===== src/rtl/lcd_hb_pkg.sv =====
package lcd_hb_pkg;
   typedef enum logic [1:0] {
      LVL_LOW  = 2'b00,
      LVL_HIGH = 2'b01,
      LVL_BIAS = 2'b10
   } lvl_e;

   typedef enum logic [1:0] {
      PH_IDLE = 2'b00,
      PH_ACT  = 2'b01,
      PH_DEAD = 2'b10
   } phase_e;
endpackage


===== src/rtl/lcd_hb_clamp.sv =====
// Legalises the frame settings: common count, slot width and dead time.
module lcd_hb_clamp #(
   parameter int MAX_COMS  = 4,
   parameter int TW        = 16,
   parameter int ALPHA_MIN = 8,
   localparam int CW       = $clog2(MAX_COMS + 1)
) (
   input  logic [CW-1:0] num_coms,
   input  logic [TW-1:0] alpha,
   input  logic [TW-1:0] frame_len,
   output logic [CW-1:0] n_eff,
   output logic [TW-1:0] alpha_eff,
   output logic [TW-1:0] dead_len
);
   localparam logic [TW-1:0] AMIN = TW'(ALPHA_MIN);

   logic [TW-1:0] span, two_n, amax, prod;
   logic          too_short;

   always_comb begin
      if (num_coms < CW'(2))
         n_eff = CW'(2);
      else if (num_coms > CW'(MAX_COMS))
         n_eff = CW'(MAX_COMS);
      else
         n_eff = num_coms;
   end

   assign two_n     = TW'({n_eff, 1'b0});
   assign span      = (frame_len > AMIN) ? (frame_len - AMIN) : '0;
   assign amax      = span / two_n;
   assign too_short = (amax < AMIN);

   always_comb begin
      alpha_eff = (alpha > amax) ? amax : alpha;
      if (alpha_eff < AMIN)
         alpha_eff = AMIN;
   end

   assign prod     = alpha_eff * two_n;
   assign dead_len = too_short ? AMIN : (frame_len - prod);
endmodule


===== src/rtl/lcd_hb_seq.sv =====
// Frame position tracker: phase, active common, polarity and tick counter.
module lcd_hb_seq
   import lcd_hb_pkg::*;
#(
   parameter int MAX_COMS = 4,
   parameter int TW       = 16,
   localparam int CW      = $clog2(MAX_COMS + 1),
   localparam int CIW     = (MAX_COMS > 1) ? $clog2(MAX_COMS) : 1
) (
   input  logic           clk,
   input  logic           rst_n,
   input  logic           enable,
   input  logic           tick,
   input  logic [CW-1:0]  n_eff,
   input  logic [TW-1:0]  alpha_eff,
   input  logic [TW-1:0]  dead_len,
   output phase_e         phase,
   output logic [CIW-1:0] cidx,
   output logic           pol_low,
   output logic           load
);
   phase_e         phase_q;
   logic [CIW-1:0] cidx_q;
   logic           pol_q;
   logic [TW-1:0]  cnt_q, alpha_q, dead_q;
   logic [CW-1:0]  n_q;
   logic           slot_end, dead_end, last_com;

   assign slot_end = (cnt_q == alpha_q - 1'b1);
   assign dead_end = (cnt_q == dead_q - 1'b1);
   assign last_com = (CW'(cidx_q) + 1'b1 == n_q);
   assign load     = enable && tick &&
                     ((phase_q == PH_IDLE) || ((phase_q == PH_DEAD) && dead_end));

   always_ff @(posedge clk) begin
      if (!rst_n || !enable) begin
         phase_q <= PH_IDLE;
         cidx_q  <= '0;
         pol_q   <= 1'b0;
         cnt_q   <= '0;
         if (!rst_n) begin
            alpha_q <= '0;
            dead_q  <= '0;
            n_q     <= '0;
         end
      end else if (load) begin
         phase_q <= PH_ACT;
         cidx_q  <= '0;
         pol_q   <= 1'b0;
         cnt_q   <= '0;
         alpha_q <= alpha_eff;
         dead_q  <= dead_len;
         n_q     <= n_eff;
      end else if (tick) begin
         case (phase_q)
            PH_ACT: begin
               if (slot_end) begin
                  cnt_q <= '0;
                  if (!pol_q) begin
                     pol_q <= 1'b1;
                  end else begin
                     pol_q <= 1'b0;
                     if (last_com)
                        phase_q <= PH_DEAD;
                     else
                        cidx_q <= cidx_q + 1'b1;
                  end
               end else begin
                  cnt_q <= cnt_q + 1'b1;
               end
            end
            PH_DEAD: cnt_q <= cnt_q + 1'b1;
            default: cnt_q <= '0;
         endcase
      end
   end

   assign phase   = phase_q;
   assign cidx    = cidx_q;
   assign pol_low = pol_q;
endmodule


===== src/rtl/lcd_hb_pins.sv =====
// Turns the frame position and latched pixels into pin codes.
module lcd_hb_pins
   import lcd_hb_pkg::*;
#(
   parameter int MAX_COMS = 4,
   parameter int SEGS     = 8,
   localparam int CIW     = (MAX_COMS > 1) ? $clog2(MAX_COMS) : 1
) (
   input  phase_e                     phase,
   input  logic [CIW-1:0]             cidx,
   input  logic                       pol_low,
   input  logic [MAX_COMS*SEGS-1:0]   pix_sh,
   output logic [2*MAX_COMS-1:0]      com_lvl,
   output logic [SEGS-1:0]            seg_out
);
   logic [SEGS-1:0] row;
   assign row = pix_sh[cidx*SEGS +: SEGS];

   for (genvar c = 0; c < MAX_COMS; c++) begin : g_com
      lvl_e lvl;
      always_comb begin
         case (phase)
            PH_DEAD: lvl = LVL_HIGH;
            PH_ACT:  lvl = (cidx == CIW'(c)) ? (pol_low ? LVL_LOW : LVL_HIGH) : LVL_BIAS;
            default: lvl = LVL_BIAS;
         endcase
      end
      assign com_lvl[2*c +: 2] = lvl;
   end

   always_comb begin
      case (phase)
         PH_DEAD: seg_out = '1;
         PH_ACT:  seg_out = pol_low ? row : ~row;
         default: seg_out = '0;
      endcase
   end
endmodule


===== src/rtl/lcd_hb_driver.sv =====
module lcd_hb_driver
   import lcd_hb_pkg::*;
#(
   parameter int MAX_COMS  = 4,
   parameter int SEGS      = 8,
   parameter int TW        = 16,
   parameter int ALPHA_MIN = 8,
   localparam int CW       = $clog2(MAX_COMS + 1),
   localparam int CIW      = (MAX_COMS > 1) ? $clog2(MAX_COMS) : 1
) (
   input  logic                     clk,
   input  logic                     rst_n,
   input  logic                     enable,
   input  logic                     tick,
   input  logic [CW-1:0]            num_coms,
   input  logic [TW-1:0]            alpha,
   input  logic [TW-1:0]            frame_len,
   input  logic [MAX_COMS*SEGS-1:0] pixels,
   output logic [2*MAX_COMS-1:0]    com_lvl,
   output logic [SEGS-1:0]          seg_out
);
   if (MAX_COMS < 2 || MAX_COMS > 16) begin : g_bad_coms
      $error("lcd_hb_driver: MAX_COMS must be 2..16");
   end
   if (SEGS < 1) begin : g_bad_segs
      $error("lcd_hb_driver: SEGS must be at least 1");
   end
   if (ALPHA_MIN < 1 || ALPHA_MIN >= (1 << (TW - 1))) begin : g_bad_amin
      $error("lcd_hb_driver: ALPHA_MIN out of range for TW");
   end

   logic [CW-1:0]            n_eff;
   logic [TW-1:0]            alpha_eff, dead_len;
   phase_e                   phase;
   logic [CIW-1:0]           cidx;
   logic                     pol_low, load;
   logic [MAX_COMS*SEGS-1:0] pix_sh;

   lcd_hb_clamp #(.MAX_COMS(MAX_COMS), .TW(TW), .ALPHA_MIN(ALPHA_MIN)) u_clamp (
      .num_coms  (num_coms),
      .alpha     (alpha),
      .frame_len (frame_len),
      .n_eff     (n_eff),
      .alpha_eff (alpha_eff),
      .dead_len  (dead_len)
   );

   lcd_hb_seq #(.MAX_COMS(MAX_COMS), .TW(TW)) u_seq (
      .clk       (clk),
      .rst_n     (rst_n),
      .enable    (enable),
      .tick      (tick),
      .n_eff     (n_eff),
      .alpha_eff (alpha_eff),
      .dead_len  (dead_len),
      .phase     (phase),
      .cidx      (cidx),
      .pol_low   (pol_low),
      .load      (load)
   );

   always_ff @(posedge clk) begin
      if (!rst_n)
         pix_sh <= '0;
      else if (load)
         pix_sh <= pixels;
   end

   lcd_hb_pins #(.MAX_COMS(MAX_COMS), .SEGS(SEGS)) u_pins (
      .phase   (phase),
      .cidx    (cidx),
      .pol_low (pol_low),
      .pix_sh  (pix_sh),
      .com_lvl (com_lvl),
      .seg_out (seg_out)
   );
endmodule


===== config.mk =====
export PLATFORM = sky130hd
export DESIGN_NAME = lcd_hb_driver
export DESIGN_NICKNAME = d
export VERILOG_FILES = /design/src/rtl/lcd_hb_pkg.sv /design/src/rtl/lcd_hb_clamp.sv /design/src/rtl/lcd_hb_seq.sv /design/src/rtl/lcd_hb_pins.sv /design/src/rtl/lcd_hb_driver.sv
export SDC_FILE = /design/constraint.sdc
export NUM_CORES = 1
export LEC_CHECK = 0
export ABC_AREA = 1
export BUFFER_PORTS_ARGS = -buffer_cell sky130_fd_sc_hd__buf_2
export CORE_MARGIN = 3
export CORE_UTILIZATION = 40
export DETAILED_ROUTE_END_ITERATION = 10
export HOLD_SLACK_MARGIN = 0.03
export PLACE_DENSITY = 0.53
export SLEW_MARGIN = 20
export SYNTH_ARGS = -nofsm -noshare
export SYNTH_HDL_FRONTEND = slang
export SYNTH_SLANG_ARGS = --single-unit

===== constraint.sdc =====
create_clock -name clk -period 101.8 [get_ports clk]
set_input_delay 25.45 -clock clk [delete_from_list [all_inputs] [get_ports clk]]
set_output_delay 25.45 -clock clk [all_outputs]
set_load 0.005 [all_outputs]

==> flow_summary_export.csv <==
group,metric,value,unit
detailed_routing,dr.pass1.iters,5,
detailed_routing,vias,11500,
synthesis,synth_compound_area_frac,0.114,
floorplan,coreArea,0.0288,mm²
synthesis,synth_top_family_by_area,"simple AND/OR/NAND/NOR gates",
sta,worstMarginPinSlew,0.998,ns
layout,synthToLayoutAreaGrowth,9.26,%
placement,place.gp.congestion,0.901,
critical_path,cp-end-kind,"flip-flop",
synthesis,yosysSeqAreaShare,0.180,
sta,clock_skew,0.0138,ns
critical_path,critPathRequiredTime,101.89,ns
floorplan,ios,87,
floorplan,num_rows,62,
synthesis,netlist_area,0.0117,mm²
critical_path,slowest_delay,0.78,ns
sta,period_needed,54.07,ns
detailed_routing,drt_wl_total,32.4,mm
synthesis,synth_cells,1856,
detailed_routing,dr.first_iter.drc_count,444,
critical_path,worstPathArrival,54.16,ns
critical_path,r2r_slack,97.44,ns
detailed_routing,drc_errors,0,
clocking,cts_buffers,9,
global_routing,grt.overflow.total,0,
critical_path,path_delay_family,"simple AND/OR/NAND/NOR gates",
floorplan,die_h,177,µm
clocking,cts_setup_buffers,0,
clocking,clkSlewWorstSetupHoldPaths,0.07,ns
synthesis,yosysUniqueCellTypes,58,
clocking,cts_resized,0,
synthesis,ys_warn_count,0,
sta,rsz0062_at_grt,"false",
clocking,root_buffer,"clkbuf_16",
sta,hold_viol_final,0,
global_routing,grt_pass1_wl,52.9,mm
synthesis,yosys.area_share.simple,0.402,
clocking,clock-sinks,88,
synthesis,synth_mux_area_frac,0,
worst_hold_path,hp-class,"flip-flop to flip-flop",
sta,max_freq,0.0185,GHz
detailed_routing,ant_nets,0,
sta,timing.setup.tns,0,ns
sta,timing.final.crit_share,0.531,
synthesis,syn_avg_cell_area,6.32,µm²
global_routing,grt_start_max_net_pins,36,
synthesis,synth_seq_cells,88,
sta,drv_slew,0,
synthesis,synthAdderAreaFrac,0.125,
detailed_routing,vias_per_cell,5.00,
synthesis,synth_xor_area_frac,0.0709,
critical_path,path_common_cell,"nand2_1",
detailed_routing,wl_per_cell,14.1,µm
critical_path,path_buf_inv,26,
layout,final_nets,2098,
run_status,status,"finished, final reports clean",
global_routing,antenna_found_initial,5,
flow_run,cap_violations,0,
clocking,htree_levels,3,
critical_path,startpoint_type,"input port",
global_routing,grt_usage,0.206,
clocking,hold_buffers,0,
sta,finalSetupViolCount,0,
clocking,clk_latency,0.35,ns
placement,dp.final_hpwl,26.7,mm
clocking,cts_buffer_depth,2,
floorplan,start_util,0.408,
critical_path,path_max_fanout,31,
clocking,cts_tree,"built",
floorplan,die_area,0.0314,mm²
synthesis,synth_flop_cell,"dfxtp_1",
synthesis,synth_edf_count,35,
sta,maxSlewHeadroom,0.334,
layout,drive_gt1_frac,0.119,
global_routing,grt_pass1_vias,10900,
floorplan,dieWidth,177,µm
critical_path,worstSetupPathType,"input port to flip-flop",
synthesis,synth-async-reset-ratio,0,
placement,port_buffers,86,
critical_path,cp_slowest_cell,"o21ai_0",
-- cell families (layout without fill, tap and decap cells) --
group                      Yosys count  count (layout)
buffers and inverters              329             395
and+or+nand+nor                    999             999
other                                1               3
xor gates and xnor gates            95              95
DFF                                 88              88
AOI/OAI and AO/OA                  235             235
adders and majority gates          109             109
-- final timing paths --
kind / startpoint / to / depth (start not counted)
max reg2reg: u_seq.phase[0] / pix_sh[1] / 15
min: pix_sh[21] / pix_sh[21] / 2
max: num_coms[2] / u_seq.dead_q[15] / 168
min reg2reg: pix_sh[21] / pix_sh[21] / 2
-- through the flow --
stage	std cells	setup slack [ns]	hold slack (ns)	utilization	area [µm²]
6_report	2308	47.73	0.484	0.445	12800
5_1_grt	2308	44.28	0.508	0.445	12800
4_1_cts	2307	47.77	0.489	0.445	12800
3_5_place_dp	2291	47.48	0.471	0.434	12500
3_3_place_gp	2291	48.43	0.464	0.434	12500
2_1_floorplan	1857	52.17	0.455	-	11700
-- cell type report --
class	count	area [µm²]
clock buffers	10	250
diodes	1	2.50
inverters	289	1090
clock inverters	6	65.1
flip-flops and latches	88	2110
repair buffers	90	460
multi-input cells	1440	8360
fillers	3098	16000
well taps	384	480
-- flip-flops by register name, indices dropped and copies added (netlist names) --
register / count
u_seq.cnt_q: 16
u_seq.dead_q: 16
u_seq.n_q: 3
u_seq.phase: 2
u_seq.pol_low: 1
u_seq.alpha_q: 16
pix_sh: 32
u_seq.cidx: 2
-- worst reg2reg max path: cells and delay by family, from the launching register on --
family / cells / cell delay, ns
buffers and inverters: 4 / 1.34
and+or+nand+nor: 6 / 1.11
adders and majority gates: 1 / 0.34
DFF: 1 / 0.33
AOI/OAI and AO/OA: 4 / 1.17
-- per-layer routing --
metal	share of wire	track usage
met2	0.47	0.363
met5	0.0018	0
met1	0.47	0.265
met4	0.024	0.0599
met3	0.029	0.0219
-- cells in the mapped netlist (all sizes together), types with 2 or more instances --
cell type / instances / area share
o21bai: 14 / 0.0090
clkinv: 7 / 0.0023
o21a: 2 / 0.0013
fa: 14 / 0.024
ha: 95 / 0.10
or2: 14 / 0.0075
o211ai: 7 / 0.0045
or3: 4 / 0.0022
nor3: 26 / 0.012
nand4: 50 / 0.030
nor4: 9 / 0.0048
edfxtp: 35 / 0.090
nor2: 258 / 0.093
a21o: 3 / 0.0019
a211oi: 3 / 0.0019
nand3: 144 / 0.077
clkbuf: 30 / 0.0096
nand3b: 10 / 0.0064
buf: 9 / 0.0046
a32o: 8 / 0.0068
dfxtp: 53 / 0.090
xnor2: 28 / 0.021
inv: 282 / 0.090
a21oi: 82 / 0.035
o21ai: 105 / 0.046
nand2: 478 / 0.16
o2111ai: 5 / 0.0037
xor2: 67 / 0.050
nor3b: 5 / 0.0032
-- cells in the final DEF (no fill, tap or decap), types with 11 or more instances in the layout --
cell type | Yosys | routed
a21oi_1 | 81 | 81
buf_2 | 1 | 86
dfxtp_1 | 53 | 53
edfxtp_1 | 35 | 35
fa_1 | 14 | 14
ha_1 | 95 | 95
inv_1 | 270 | 270
inv_2 | 12 | 12
nand2_1 | 444 | 444
nand2_2 | 24 | 24
nand3_1 | 118 | 118
nand3_2 | 19 | 19
nand4_1 | 47 | 47
nor2_1 | 231 | 231
nor2_2 | 15 | 15
nor2_4 | 12 | 12
nor3_1 | 23 | 23
o21ai_0 | 94 | 94
o21bai_1 | 14 | 14
or2_2 | 11 | 11
xnor2_1 | 28 | 28
xor2_1 | 67 | 67
Power is not shown: default switching activity piles up to over one toggle a cycle in this logic, so the estimate is an artifact.
